`config.mk`:
```
export PLATFORM = sky130hd
export DESIGN_NAME = vid_window_monitor
export DESIGN_NICKNAME = d
export VERILOG_FILES = /design/src/rtl/vidmon_pkg.sv /design/src/rtl/vid_stability_sampler.sv /design/src/rtl/vid_window_check.sv /design/src/rtl/vid_status_latch.sv /design/src/rtl/vid_window_monitor.sv
export SDC_FILE = /design/constraint.sdc
export NUM_CORES = 1
export LEC_CHECK = 0
export ABC_AREA = 1
export BUFFER_PORTS_ARGS = -buffer_cell sky130_fd_sc_hd__buf_2
export CAP_MARGIN = 20
export CORE_ASPECT_RATIO = 0.8
export CORE_MARGIN = 10
export CORE_UTILIZATION = 35
export CTS_CLUSTER_DIAMETER = 50
export CTS_CLUSTER_SIZE = 8
export DETAILED_ROUTE_END_ITERATION = 6
export PLACE_DENSITY = 0.6
export RECOVER_POWER = 25
export SKIP_LAST_GASP = 1
export SYNTH_ARGS = -nofsm -noshare
export SYNTH_HDL_FRONTEND = slang
export SYNTH_SLANG_ARGS = --single-unit
```
`constraint.sdc`:
```
create_clock -name clk -period 3.35 [get_ports clk]
set_clock_uncertainty 0.2 [all_clocks]
set_input_delay 0.1675 -clock clk [delete_from_list [all_inputs] [get_ports clk]]
set_output_delay 0.1675 -clock clk [all_outputs]
set_load 0.05 [all_outputs]
```
`src/rtl/vidmon_pkg.sv`:
```
package vidmon_pkg;
  localparam int VID_LINES = 7;
  localparam int LIM_NIB_W = 4;
  localparam int VOLT_W    = 9;

  typedef struct packed {
    logic [LIM_NIB_W-1:0] hi;
    logic [LIM_NIB_W-1:0] lo;
  } lim_pair_t;
endpackage

```
`src/rtl/vid_stability_sampler.sv`:
```
module vid_stability_sampler #(
  parameter int VID_W          = 7,
  parameter int STABLE_SAMPLES = 5
) (
  input  logic             clk,
  input  logic             rst,
  input  logic             en,
  input  logic             wide_mode,
  input  logic             tick,
  input  logic [VID_W-1:0] pins,
  output logic [VID_W-1:0] vid_q,
  output logic             stable
);
  localparam int CNT_W = $clog2(STABLE_SAMPLES + 1);
  localparam logic [CNT_W-1:0] RUN_FULL = CNT_W'(STABLE_SAMPLES);

  logic [VID_W-1:0] keep_bits;
  logic [VID_W-1:0] sample;
  logic [CNT_W-1:0] run_cnt;

  always_comb begin
    keep_bits = '1;
    if (!wide_mode) keep_bits[VID_W-1] = 1'b0;
    sample = pins & keep_bits;
  end

  always_ff @(posedge clk) begin
    if (rst || !en) begin
      vid_q   <= '0;
      run_cnt <= '0;
    end else if (tick) begin
      vid_q <= sample;
      if (run_cnt == '0 || sample != vid_q)
        run_cnt <= CNT_W'(1);
      else if (run_cnt != RUN_FULL)
        run_cnt <= run_cnt + 1'b1;
    end
  end

  assign stable = (run_cnt == RUN_FULL);
endmodule

```
`src/rtl/vid_window_check.sv`:
```
module vid_window_check #(
  parameter int V_W      = 9,
  parameter int NIB_W    = 4,
  parameter int HI_SHIFT = 2,
  parameter int LO_SHIFT = 1
) (
  input  logic [V_W-1:0]   meas,
  input  logic [V_W-1:0]   target,
  input  logic [NIB_W-1:0] lim_hi,
  input  logic [NIB_W-1:0] lim_lo,
  output logic             outside
);
  localparam int LIM_BITS = NIB_W + ((HI_SHIFT > LO_SHIFT) ? HI_SHIFT : LO_SHIFT);
  localparam int D_W      = ((V_W > LIM_BITS) ? V_W : LIM_BITS) + 2;

  logic signed [D_W-1:0] diff;
  logic signed [D_W-1:0] hi_units;
  logic signed [D_W-1:0] lo_units;

  always_comb begin
    diff     = $signed(D_W'(meas)) - $signed(D_W'(target));
    hi_units = $signed(D_W'(lim_hi) << HI_SHIFT);
    lo_units = $signed(D_W'(lim_lo) << LO_SHIFT);
    outside  = (diff > hi_units) || (diff <= -lo_units);
  end
endmodule

```
`src/rtl/vid_status_latch.sv`:
```
module vid_status_latch (
  input  logic clk,
  input  logic rst,
  input  logic err,
  input  logic rd,
  input  logic mask,
  output logic status_q,
  output logic alert_q
);
  logic rd_seen;
  logic st_nx;

  assign st_nx = err | (status_q & ~(rd_seen | rd));

  always_ff @(posedge clk) begin
    if (rst) begin
      status_q <= 1'b0;
      alert_q  <= 1'b0;
      rd_seen  <= 1'b0;
    end else begin
      status_q <= st_nx;
      alert_q  <= st_nx & ~mask;
      rd_seen  <= st_nx & (rd_seen | (rd & status_q));
    end
  end
endmodule

```
`src/rtl/vid_window_monitor.sv`:
```
module vid_window_monitor
  import vidmon_pkg::*;
#(
  parameter int VID_W          = VID_LINES,
  parameter int NIB_W          = LIM_NIB_W,
  parameter int V_W            = VOLT_W,
  parameter int STABLE_SAMPLES = 5,
  parameter int HI_SHIFT       = 2,
  parameter int LO_SHIFT       = 1
) (
  input  logic               clk,
  input  logic               rst,
  input  logic               mon_en,
  input  logic               vr11_mode,
  input  logic               sample_tick,
  input  logic [VID_W-1:0]   vid_pins,
  input  logic [2*NIB_W-1:0] lim_reg,
  input  logic               status_mask,
  input  logic               status_rd,
  input  logic [V_W-1:0]     meas_code,
  input  logic [V_W-1:0]     target_code,
  output logic [VID_W-1:0]   vid_value,
  output logic               vid_status,
  output logic               vid_alert
);
  logic code_stable;
  logic outside;
  logic cmp_err;

  vid_stability_sampler #(.VID_W(VID_W), .STABLE_SAMPLES(STABLE_SAMPLES)) u_sampler (
    .clk(clk), .rst(rst), .en(mon_en), .wide_mode(vr11_mode), .tick(sample_tick),
    .pins(vid_pins), .vid_q(vid_value), .stable(code_stable)
  );

  vid_window_check #(.V_W(V_W), .NIB_W(NIB_W), .HI_SHIFT(HI_SHIFT), .LO_SHIFT(LO_SHIFT)) u_window (
    .meas(meas_code), .target(target_code),
    .lim_hi(lim_reg[2*NIB_W-1:NIB_W]), .lim_lo(lim_reg[NIB_W-1:0]),
    .outside(outside)
  );

  assign cmp_err = code_stable & mon_en & outside;

  vid_status_latch u_status (
    .clk(clk), .rst(rst), .err(cmp_err), .rd(status_rd), .mask(status_mask),
    .status_q(vid_status), .alert_q(vid_alert)
  );
endmodule

```
* After elaboration in Yosys (flattened, before gate mapping)
Cells that the tools add are included.
** Word-level totals
- Logic and storage cells :: 35
- Flip-flop bits (word level) :: 13
- Input port bits :: 40
- Memories :: 0
- Memory bits (read-only) :: 0
- Latch bits :: 0
- Memory bits (writable) :: 0
** Operators by class
- $add $sub $neg :: 3
- Bitwise logic cells :: 12
- Order comparisons :: 2
- Shifts and indexed selects :: 0
- $mul :: 0
- Eq/ne operators :: 3
- Mux-type cells :: 3
- Reductions and logical operators :: 7
- Div/mod/pow operators :: 0
** Operators by type and width (count)
- $gt A11 B7 Y1 :: 1
- $le A11 B11 Y1 :: 1
- $neg A5 Y11 :: 1
- $sub A9 B9 Y10 :: 1
- $and A7 B7 Y7 :: 1
- $ne A7 B7 Y1 :: 1
- $and A1 B1 Y1 :: 6
- $mux W3 :: 2
- $add A3 B1 Y3 const B :: 1
- $eq A3 B3 Y1 const B :: 1
- $logic_not A3 Y1 :: 1
- $logic_or A1 B1 Y1 :: 3
- $ne A3 B3 Y1 const B :: 1
- $or A1 B1 Y1 :: 3
- $not A1 Y1 :: 2
- $reduce_and A2 Y1 :: 1
- $reduce_bool A2 Y1 :: 1
- $logic_not A1 Y1 :: 1
- $mux W1 :: 1

* Logic depth before layout (Yosys ltp)
Gate-level depths: netlist of the first run.
- Word-level depth :: 6
- Mapped depth :: 25

* By module
A second synthesis of the first run with hierarchy kept.
** Unflattened totals
- Cell total of the unflattened synthesis :: 261
- Area total of the unflattened synthesis :: 1677.9 um^2
** By module, submodules not included
- vid_window_check :: cells an instance 150, instances 1, area an instance 939.7 um^2, seq. area each 0.0 um^2
- vid_stability_sampler :: cells an instance 95, instances 1, area an instance 623.1 um^2, seq. area each 200.2 um^2
- vid_status_latch :: cells an instance 13, instances 1, area an instance 101.3 um^2, seq. area each 60.1 um^2
- vid_window_monitor :: cells an instance 3, instances 1, area an instance 13.8 um^2, seq. area each 0.0 um^2

* Worst setup path before layout of the first run
OpenSTA, ideal clock, no wires.
- Path type :: in2reg
- From :: in meas_code[0]
- To :: reg u_status.rd_seen
- Arrival time :: 2262 ps
- Slack :: 772 ps
- Stages on the path :: 25
- Buffers on the path :: 0
- Required time :: 3034 ps
- Cells stage by stage :: inv_1 ha_1 inv_1 fa_1 nand2_1 nand2_2 nand3b_1 nand2_1 nand2_1 nand2_1 ha_1 nand2_1 inv_1 nand2_1 inv_1 nand4_1 nand3_1 nand2_1 nand2_1 nand2_1 nand3_1 nand2_1 nand2_1 nand2_2 nor2_1
** Between the ends
- Cells in the longest elaborated chain, start to end :: 6
- Elaborated cells on any way between the ends :: 7
- Those cells by class :: add/sub: 1; order compare: 2; bitwise: 3; reduce/logical: 1
** RTL lines
- start: declaration :: RTL line vid_window_monitor.sv:20 : input logic [V_W-1:0] meas_code,
- $sub A9 B9 Y10 * :: RTL line vid_window_check.sv:21 : diff = $signed(D_W'(meas)) - $signed(D_W'(target));
- $gt A11 B7 Y1 or $le A11 B11 Y1 (tied branches) :: RTL line vid_window_check.sv:24 : outside = (diff > hi_units) || (diff <= -lo_units);
- $logic_or A1 B1 Y1 * :: RTL line vid_window_check.sv:24
- $and A1 B1 Y1 * :: RTL line vid_window_monitor.sv:41 : assign cmp_err = code_stable & mon_en & outside;
- $or A1 B1 Y1 * :: RTL line vid_status_latch.sv:13 : assign st_nx = err | (status_q & ~(rd_seen | rd));
- $and A1 B1 Y1 * :: RTL line vid_status_latch.sv:23 : rd_seen <= st_nx & (rd_seen | (rd & status_q));
- end signal: assignment :: RTL line vid_status_latch.sv:23
- end: declaration :: RTL line vid_status_latch.sv:10 : logic rd_seen;
Mark *: on every way between the ends. The rest lies on a longest branch, timed or not.
A chain may end at the register's enable or synchronous reset.

* Worst setup path after layout of the first run
Ends and elaborated chain as after synthesis.

==> results of run 1 <==
[final cells by class]
class / count / area [um2]
clock buffer: 4 / 45.04
fill: 466 / 2281
inverter: 54 / 202.7
multi-input combinational: 183 / 1126
sequential: 13 / 260.3
tap: 57 / 71.32
timing repair buffer: 54 / 296.5
[worst paths after layout]
kind | endpoint | slack, ps | depth (start not counted)
max reg2reg | u_sampler.run_cnt[2] | 1540 | 9
max | u_status.rd_seen | 670 | 22
min | u_sampler.vid_q[5] | 5 | 3
min reg2reg | u_sampler.run_cnt[1] | 290 | 2
[cell families after synthesis]
| group | Yosys count | share of synthesized area, % |
|---|---|---|
| compound gates | 26 | 9.191 |
| fa+ha+maj | 26 | 20.90 |
| simple gates | 121 | 35.11 |
| flops | 13 | 16.34 |
| buf+inv | 55 | 12.96 |
| xor+xnor | 10 | 5.499 |
[placed cells by master, fill, tap and decap left out, types with 2 or more instances in the layout]
cell type	count
nand2_1	62
dfxtp_1	13
nor2_1	14
xnor2_1	2
buf_2	45
clkbuf_1	4
nand3_1	19
o21ai_0	3
clkbuf_8	3
nand2_2	5
dlygate4sd3_1	6
nand3_2	4
nor3_1	4
a21oi_2	2
a21oi_1	17
nor4_1	2
ha_1	25
nand4_1	4
nand3b_1	4
nor2_2	2
xor2_1	8
inv_1	52
[registers in the layout, indices dropped and copies added (netlist names)]
register,cells
u_sampler.run_cnt,3
u_status.rd_seen,1
u_sampler.vid_q,7
u_status.status_q,1
u_status.alert_q,1
[power breakdown]
| group | total [mW] | internal, mW | switching [mW] | leakage, nW |
|---|---|---|---|---|
| Sequential | 0.161 | 0.158 | 0.00309 | 0.106 |
| Clock | 0.138 | 0.0839 | 0.0542 | 0.0228 |
| Combinational | 0.253 | 0.103 | 0.150 | 1.05 |
| Total | 0.552 | 0.345 | 0.207 | 1.18 |
[metal layers]
| metal | vias to the layer above | GRT usage, % | share of wire, % |
|---|---|---|---|
| met5 | - | 0 | 0 |
| met4 | 0 | 2.206 | 0.62 |
| met3 | 2 | 3.160 | 5.0 |
| met2 | 31 | 15.71 | 43 |
| met1 | 690 | 14.38 | 51 |
| li1 | 912 | - | - |
[worst max-delay path, delay by kind of cell]
kind / cells / cell delay (ps)
buffers and inverters: 3 / 180
and+or+nand+nor: 15 / 1370
adders and majority gates: 3 / 860
AOI/OAI and AO/OA: 1 / 60
[what timing repair did]
action	CTS	global route
setup buffers	0	0
hold endpoints to repair	6	0
hold buffers	6	0
[metrics by stage]
stage,hold slack (ps),power [mW],std cells
after CTS,3.803,0.5610,365
final,5.021,0.5524,365
after floorplan,39.88,0.3486,251
after detailed placement,135.0,0.4135,355
after global routing,17.58,0.6107,365
after global placement,131.3,0.4115,355
==> flow_metrics.py, run 1 <==
metrics = {
    "timing": {
        "rsz0062_at_grt": "false",
        "finalCritPeriodShare_pct": 80.14,
        "tns_ps": 0,
        "worst_pin_slew_ps": 624.3,
        "report.final.slew_viol_count": 0,
        "maxSlewHeadroom_pct": 58.00,
        "period_minus_slack_ps": 2685,
        "hold_viol_final": 0,
        "worst_slack_ps": 665.2,
        "max_clock_freq_mhz": 372.5,
        "finalSetupViolations": 0,
    },
    "hold_path": {
        "hp-class": "input port to flop",
        "min_from": "vid_pins[5]",
    },
    "synth": {
        "synth_flop_cell": "dfxtp_1",
        "synth_most_common_cell": "nand2_1",
        "synth_seq_cells": 13,
        "synth_top_area_cell": "ha_1",
        "synth_area_leaders": "ha_1 (20%), dfxtp_1 (16%), nand2_1 (15%)",
        "synth-seq-area-share_pct": 16.34,
        "syn_avg_cell_area_um2": 6.346,
        "yosys.cell_types.count": 27,
        "async_flop_share_pct": 0,
        "syn_nets": 317,
        "netlist_instances": 251,
        "synth_common_cells": "nand2_1 (62), inv_1 (52), ha_1 (25)",
        "synth_top_area_share_pct": 19.64,
        "syn_area_mm2": 0.001593,
        "ys_warn_count": 0,
        "synth-edff-count": 0,
    },
    "pwr": {
        "p_leak_nw": 1.177,
        "ir_drop_v": 0.0001152,
        "p_per_area_mw_per_mm2": 275.9,
    },
    "global_routing": {
        "grt_pass1_wl_mm": 6.768,
        "grt_use_total_pct": 10.49,
        "grt_overflow_total": 0,
        "antenna_found_initial": 0,
        "grt_pass1_vias": 1562,
        "grt_max_degree": 13,
    },
    "setup_path": {
        "max_stage_delay_ps": 420,
        "cp_slowest_cell": "fa_1",
        "startpoint": "meas_code[0]",
        "crit_chain": "buf_2, inv_1, ha_1, inv_1, fa_1, nand2_1, nand2_2, nand3b_1, nand2_1, nand2_1, nand2_1, ha_1, nand2_1, nor3_1, nand4_1, nor2_1, a21oi_1, nand3_1, nand2_1, nand2_1, nand2_2, nor2_1",
        "crit_type": "input port to flop",
        "crit_top_cell": "nand2_1",
        "crit_required_ps": 3320,
        "reg2reg_from": "u_sampler.vid_q[0]",
        "crit_fanout": 4,
        "start_kind": "input port",
        "cp-end-kind": "flop",
        "critPathArrivalTime_ps": 2660,
    },
    "final_layout": {
        "area_growth_pct": 25.69,
        "fin_area_mm2": 0.002002,
        "num_antenna_cells": 0,
        "drive_above_1_share_pct": 20.13,
        "final_util_pct": 46.74,
        "nNetsFinal": 375,
    },
    "placement": {
        "port_buffers": 48,
        "dpl_cell_area_mm2": 0.001901,
        "post-place-ws_ps": 408.4,
        "gp_congestion": 0.8356,
        "dp_hpwl_mm": 3.419,
    },
    "clock_tree": {
        "clk_latency_ps": 240,
        "root_buffer": "clkbuf_8",
        "cts_num_sinks": 13,
        "cts_buffer_depth": 2,
        "postCtsResizedCells": 0,
        "numCtsBuffers": 3,
        "tritoncts": "built",
        "clk_pin_slew_ps": 50,
        "htreeDepth": 1,
    },
    "run_status": {
        "status": "complete, no violations",
    },
    "die": {
        "die_w_um": 95.42,
        "die-area_mm2": 0.007666,
        "rows": 21,
        "die_h_um": 80.34,
        "io_pins": 49,
        "core_mm2": 0.004283,
        "start_util_pct": 37.19,
    },
    "routing": {
        "drtIter0Drc": 56,
        "first_pass_iters": 4,
        "wl_mm": 3.854,
        "avgViaCountPerCell": 4.479,
        "wl_per_cell_um": 10.56,
        "vias": 1635,
        "route.detailed.drc": 0,
        "antenna_left": 0,
    },
    "flow_run": {
        "maxCapViolations": 0,
    },
}
Note: power is estimated with default switching activity, not from simulation.
==> run 2: changes to the inputs <==
--- a/config.mk
+++ b/config.mk
@@ -5,7 +5,7 @@
 export SDC_FILE = /design/constraint.sdc
 export NUM_CORES = 1
 export LEC_CHECK = 0
-export ABC_AREA = 1
+export ABC_AREA = 0
 export BUFFER_PORTS_ARGS = -buffer_cell sky130_fd_sc_hd__buf_2
 export CAP_MARGIN = 20
 export CORE_ASPECT_RATIO = 0.8
==> constraint.sdc (replaced) <==
create_clock -name clk -period 2.8 [get_ports clk]
set_clock_uncertainty 0.2 [all_clocks]
set_input_delay 0.14 -clock clk [delete_from_list [all_inputs] [get_ports clk]]
set_output_delay 0.14 -clock clk [all_outputs]
set_load 0.05 [all_outputs]
==> flow_metrics.py, run 2 <==
metrics = {
    "timing": {
        "holdWs_ps": 130.1,
        "finalCritPeriodShare_pct": 110.1,
        "maxSlewHeadroom_pct": 56.92,
        "period_minus_slack_ps": 3083,
        "tns_ps": -777.4,
        "worst_pin_slew_ps": 644.9,
        "max_clock_freq_mhz": 324.3,
        "rsz0062_at_grt": "true",
        "finalSetupViolations": 3,
        "hold_viol_final": 0,
        "report.final.slew_viol_count": 0,
        "worst_slack_ps": -283.5,
    },
    "clock_tree": {
        "numCtsBuffers": 3,
        "root_buffer": "clkbuf_8",
        "htreeDepth": 1,
        "cts_buffer_depth": 2,
        "clk_pin_slew_ps": 60,
        "tritoncts": "built",
        "cts_num_sinks": 13,
        "clk_latency_ps": 240,
    },
    "synth": {
        "synth_top_family_by_area": "simple AND/OR/NAND/NOR gates",
        "synth-seq-area-share_pct": 16.26,
        "synth_top_area_cell": "ha_1",
        "synth_compound_area_share_pct": 21.50,
        "synth_flop_cell": "dfxtp_1",
        "synth_common_cells": "inv_1 (27), ha_1 (25), nor2_1 (14)",
        "synth-edff-count": 0,
        "syn_avg_cell_area_um2": 8.165,
        "netlist_instances": 196,
        "synthXorXnorAreaFrac_pct": 7.428,
        "muxShareOfSynthArea_pct": 3.753,
        "syn_nets": 262,
        "yosys.cell_types.count": 57,
        "synth_fa_ha_area_share_pct": 20.80,
        "synth_top_area_share_pct": 19.55,
        "syn_area_mm2": 0.001600,
        "synth_most_common_cell": "inv_1",
        "async_flop_share_pct": 0,
        "synth_area_leaders": "ha_1 (20%), dfxtp_1 (16%), inv_1 (6.3%)",
        "yosys.area_share.simple_pct": 22.75,
        "ys_warn_count": 0,
        "synth_seq_cells": 13,
    },
    "final_layout": {
        "num_antenna_cells": 0,
        "layout_common_cells": "buf_2 (42), buf_4 (40), inv_1 (24)",
        "largest_register_ffs": 7,
        "area_growth_pct": 59.89,
        "multiInputGateArea_mm2": 0.001393,
        "final_common_cell": "buf_2",
        "drive_above_1_share_pct": 40.07,
        "reg.largest.list": "u_sampler.vid_q (7), u_sampler.run_cnt (3)",
        "final_util_pct": 59.38,
        "fillers": 404,
        "regMostFlops": "u_sampler.vid_q",
        "regArea_um2": 260.3,
        "nNetsFinal": 364,
    },
    "setup_path": {
        "r2r_slack_ps": 810,
        "critPathArrivalTime_ps": 3000,
        "crit_family": "compound AO/OA/AOI/OAI gates",
        "cp_num_buf_inv": 2,
        "crit_chain": "buf_6, inv_4, ha_4, nor2b_4, o31a_1, o211a_1, o21ai_2, and2_4, ha_4, and3_4, nand3_2, or4_4, nand4b_1, o2111ai_2, a211oi_2, o32ai_2",
        "start_kind": "input port",
        "crit_required_ps": 2710,
        "crit_top_cell": "ha_4",
        "cp-end-kind": "flop",
        "reg2reg_depth": 7,
        "crit_type": "input port to flop",
        "cp_slowest_cell": "or4_4",
        "max_stage_delay_ps": 430,
        "r2r-end": "u_sampler.run_cnt[2]",
        "reg2reg_from": "u_sampler.run_cnt[0]",
        "crit_fanout": 5,
    },
    "die": {
        "die_h_um": 80.48,
        "start_util_pct": 37.14,
        "die_w_um": 95.60,
        "io_pins": 49,
        "rows": 21,
        "core_mm2": 0.004309,
        "die-area_mm2": 0.007694,
    },
    "routing": {
        "antenna_left": 0,
        "first_pass_iters": 4,
        "wl_mm": 4.866,
        "route.detailed.drc": 0,
        "vias": 1744,
        "drtIter0Drc": 72,
        "avgViaCountPerCell": 4.927,
        "wl_per_cell_um": 13.75,
    },
    "run_status": {
        "failed_checks": "negative setup slack",
        "status": "complete, but fails checks",
    },
    "global_routing": {
        "grt_overflow_total": 0,
        "grt_use_total_pct": 12.32,
        "antenna_found_initial": 0,
        "grt_max_degree": 13,
        "grt_pass1_wl_mm": 7.879,
        "grt_pass1_vias": 1749,
    },
    "hold_path": {
        "min_from": "mon_en",
        "min_to": "u_sampler.run_cnt[1]",
        "min_path_cells": 4,
        "hp-class": "input port to flop",
    },
    "flow_run": {
        "maxCapViolations": 0,
    },
    "pwr": {
        "ir_drop_v": 0.0001625,
        "p_per_area_mw_per_mm2": 327.8,
        "power_mw": 0.8388,
        "p_leak_nw": 1.216,
    },
    "placement": {
        "dp_hpwl_mm": 3.737,
        "port_buffers": 48,
        "gp_congestion": 0.7523,
    },
}
## run 2: cell count changes after synthesis, sizes merged, moves of 4 or more
cell    change
inv        -26
nand3      -18
a21oi      -10
nand2b      +6
nand2      -63
xnor2       +5
nor2b       +4
xor2        -4
mux2i       +6
o21a        +4
## run 2: cells by family after synthesis
family	after synthesis
simple gates	63
compound gates	46
buf+inv	30
fa+ha+maj	26
flops	13
xor+xnor	12
mux	6
## run 2: what timing repair did
| action | in CTS | in global routing |
|---|---|---|
| setup buffers | 6 | 2 |
| endpoints found under the setup margin | 3 | 3 |
| pin swaps | 15 | 9 |
| endpoints found under the hold margin | 9 | 0 |
| hold buffers | 11 | 0 |
| gates resized for setup | 9 | 9 |
## run 2: worst max-delay path by stage
stage / startpoint / endpoint / slack, ps / depth (start not counted)
floorplan: meas_code[0] / u_status.status_q / -350 / 15
global placement: target_code[1] / u_status.status_q / -570 / 16
detailed placement: target_code[1] / u_status.status_q / -680 / 16
CTS: meas_code[0] / u_status.status_q / -290 / 15
global route: target_code[1] / u_status.status_q / -410 / 16
finish: target_code[1] / u_status.status_q / -280 / 16
## run 2: layout make-up
type                       instances  share of cell area (%)
sequential                        13                   10.17
clock buffer                       4                   1.760
timing repair buffer             100                   26.31
tap                               57                   2.787
inverter                          27                   4.548
multi-input combinational        153                   54.43
## run 2: worst register-to-register path, stage by stage (launching register included)
cell and delay (ps):
dfxtp_1 390, inv_1 60, ha_1 190, a2111oi_0 380, nand4_1 150, o21ai_0 230, nand2_1 130, nor3_1 180
## run 2: metal layers
layer / track usage [%] / up-vias / wire, um
met5: 0 / - / 0
met4: 2.206 / 0 / 31
met3: 2.695 / 2 / 267
met2: 19.26 / 48 / 2222
li1: - / 918 / -
met1: 16.89 / 776 / 2344
## run 2: where the power goes
group          total [mW]  internal, mW  leakage, nW  switching, mW
combinational       0.477         0.253         1.09          0.224
sequential          0.193         0.189        0.106        0.00404
clock               0.168         0.100       0.0228         0.0679
total               0.839         0.542         1.22          0.296
## run 2: metrics by stage
stage	cell area (um2)	instances	setup slack, ps
after floorplan	1683	196	-353.9
after global placement	2223	331	-573.0
after detailed placement	2223	331	-679.4
after CTS	2480	352	-287.5
after global routing	2559	354	-412.8
final	2559	354	-283.5
==> run 3: changes to the inputs <==
--- a/config.mk
+++ b/config.mk
@@ -5,7 +5,7 @@
 export SDC_FILE = /design/constraint.sdc
 export NUM_CORES = 1
 export LEC_CHECK = 0
-export ABC_AREA = 0
+export ABC_AREA = 1
 export BUFFER_PORTS_ARGS = -buffer_cell sky130_fd_sc_hd__buf_2
 export CAP_MARGIN = 20
 export CORE_ASPECT_RATIO = 0.8
==> constraint.sdc (replaced) <==
create_clock -name clk -period 2.8 [get_ports clk]
set_clock_uncertainty 0.2 [all_clocks]
set_input_delay 0.42 -clock clk [delete_from_list [all_inputs] [get_ports clk]]
set_output_delay 0.42 -clock clk [all_outputs]
set_load 0.05 [all_outputs]
==> flow_metrics.py, run 3 (synthesized netlist as in run 1, its figures left out) <==
metrics = {
    "setup_path": {
        "reg2reg_from": "u_sampler.vid_q[4]",
        "crit_required_ps": 2740,
        "crit_fanout": 3,
        "cp-end-kind": "flop",
        "r2r-end": "u_sampler.run_cnt[2]",
        "crit_top_cell": "nand2_1",
        "critPathArrivalTime_ps": 2670,
        "crit_chain": "buf_6, inv_4, ha_4, inv_2, fa_2, buf_4, xor2_2, ha_1, a21oi_1, nand2_1, nand2_2, inv_2, nand4_1, nand3_1, nand2_1, nand2_1, nand2_1, nand3_1, nand2_1, nand2_1, nand2_2, nor2_1",
        "max_stage_delay_ps": 350,
        "reg2reg_depth": 9,
        "r2r_slack_ps": 1020,
        "start_kind": "input port",
        "crit_type": "input port to flop",
        "path_depth": 22,
        "cp_slowest_cell": "fa_2",
        "cp_num_buf_inv": 5,
        "crit_family": "simple AND/OR/NAND/NOR gates",
    },
    "final_layout": {
        "regMostFlops": "u_sampler.vid_q",
        "reg.largest.list": "u_sampler.vid_q (7), u_sampler.run_cnt (3)",
        "nNetsFinal": 397,
        "area_growth_pct": 46.43,
        "largest_register_ffs": 7,
        "num_antenna_cells": 0,
        "final_common_cell": "nand2_1",
        "fin_area_mm2": 0.002332,
        "layout_common_cells": "nand2_1 (55), buf_2 (47), inv_1 (45)",
        "drive_above_1_share_pct": 37.58,
    },
    "pwr": {
        "p_leak_nw": 1.309,
        "ir_drop_v": 0.0001272,
        "power_mw": 0.7703,
        "p_per_area_mw_per_mm2": 330.3,
    },
    "run_status": {
        "status": "complete, no violations",
    },
    "timing": {
        "finalSetupViolations": 0,
        "period_minus_slack_ps": 2731,
        "maxSlewHeadroom_pct": 81.00,
        "report.final.slew_viol_count": 0,
        "hold_viol_final": 0,
        "worst_pin_slew_ps": 282.8,
        "rsz0062_at_grt": "true",
        "worst_slack_ps": 68.86,
        "max_clock_freq_mhz": 366.1,
        "finalCritPeriodShare_pct": 97.54,
    },
    "placement": {
        "port_buffers": 48,
        "dpl_cell_area_mm2": 0.002083,
        "gp_congestion": 0.8189,
        "dp_hpwl_mm": 3.606,
        "post-place-ws_ps": -283.4,
    },
    "routing": {
        "vias": 1755,
        "drtIter0Drc": 41,
        "antenna_left": 0,
        "avgViaCountPerCell": 4.535,
        "wl_per_cell_um": 11.16,
        "wl_mm": 4.318,
        "first_pass_iters": 4,
        "route.detailed.drc": 0,
    },
    "global_routing": {
        "grt_pass1_wl_mm": 6.913,
        "grt_overflow_total": 0,
        "antenna_found_initial": 0,
        "grt_max_degree": 13,
        "grt_pass1_vias": 1599,
        "grt_use_total_pct": 10.72,
    },
    "clock_tree": {
        "htreeDepth": 1,
        "clk_pin_slew_ps": 50,
        "tritoncts": "built",
        "root_buffer": "clkbuf_8",
        "hold_buffers": 0,
        "cts_buffer_depth": 2,
        "numCtsBuffers": 3,
        "cts_num_sinks": 13,
        "clk_latency_ps": 250,
    },
    "die": {
        "rows": 21,
        "die_h_um": 80.34,
        "io_pins": 49,
        "die_w_um": 95.42,
        "die-area_mm2": 0.007666,
        "core_mm2": 0.004283,
        "start_util_pct": 37.19,
    },
    "hold_path": {
        "min_path_cells": 2,
        "min_to": "u_status.alert_q",
        "min_from": "status_mask",
        "hp-class": "input port to flop",
    },
    "flow_run": {
        "maxCapViolations": 0,
    },
}
run 3: cell types whose count changed in the layout (fill, tap and decap cells not counted), sizes merged, moves of 4 or more:
cell / previous run / this run
inv: 27 / 53
dlygate4sd3: 11 / 0
buf: 85 / 76
clkbuf: 8 / 4
nand2b: 6 / 0
nand3: 5 / 23
o21a: 4 / 0
a21oi: 9 / 19
xnor2: 7 / 2
nor2b: 4 / 0
xor2: 4 / 8
nand2: 4 / 67
mux2i: 6 / 0
run 3: metal layers:
| layer | global-route usage (%) | share of wire, % | up-vias |
|---|---|---|---|
| met5 | 0 | 0 | - |
| met4 | 1.912 | 1.4 | 0 |
| met3 | 3.067 | 5.8 | 9 |
| met2 | 15.10 | 43 | 33 |
| met1 | 15.64 | 50 | 759 |
| li1 | - | - | 954 |
run 3: through the flow:
step	hold slack (ps)	util [%]	instances	TNS, ps
after floorplan	252.6	-	251	0
after global placement	262.5	48.64	379	-745.4
after detailed placement	277.2	48.64	379	-835.5
final	126.4	54.46	387	0
after global routing	126.9	54.46	387	-447.2
after CTS	125.7	49.96	384	0
run 3: area by class of cell:
cell class              count  area [um2]
clock buffers               4       45.04
fillers                   425        1951
inverters                  54       205.2
multi-input cells         183        1294
flip-flops and latches     13       260.3
well taps                  57       71.32
repair buffers             76       456.7
run 3: worst max path at each step:
stage	to	slack, ps	from
after floorplan	u_status.rd_seen	30	target_code[4]
after global placement	u_status.rd_seen	-250	meas_code[0]
after detailed placement	u_status.rd_seen	-280	meas_code[0]
after CTS	u_status.rd_seen	3	meas_code[0]
after global routing	u_status.rd_seen	-170	target_code[4]
final	u_status.alert_q	70	meas_code[0]
run 3: worst register-to-register path: stages (launching register included):
cell,delay (ps)
dfxtp_1,320
xor2_1,160
nor3_1,280
nand3_1,160
o21ai_0,250
inv_1,100
nand2_1,70
nand2_1,40
nand3_1,60
inv_1,40
run 3: repair_timing:
action | CTS | global route
buffers inserted | 1 | 3
pin swaps | 5 | 32
endpoints found under the setup margin | 3 | 3
gates resized for setup | 1 | 35
run 3: where the power goes:
group	total [mW]	switching [mW]	internal, mW
Sequential	0.193	0.00371	0.189
Combinational	0.408	0.220	0.188
Clock	0.169	0.0688	0.101
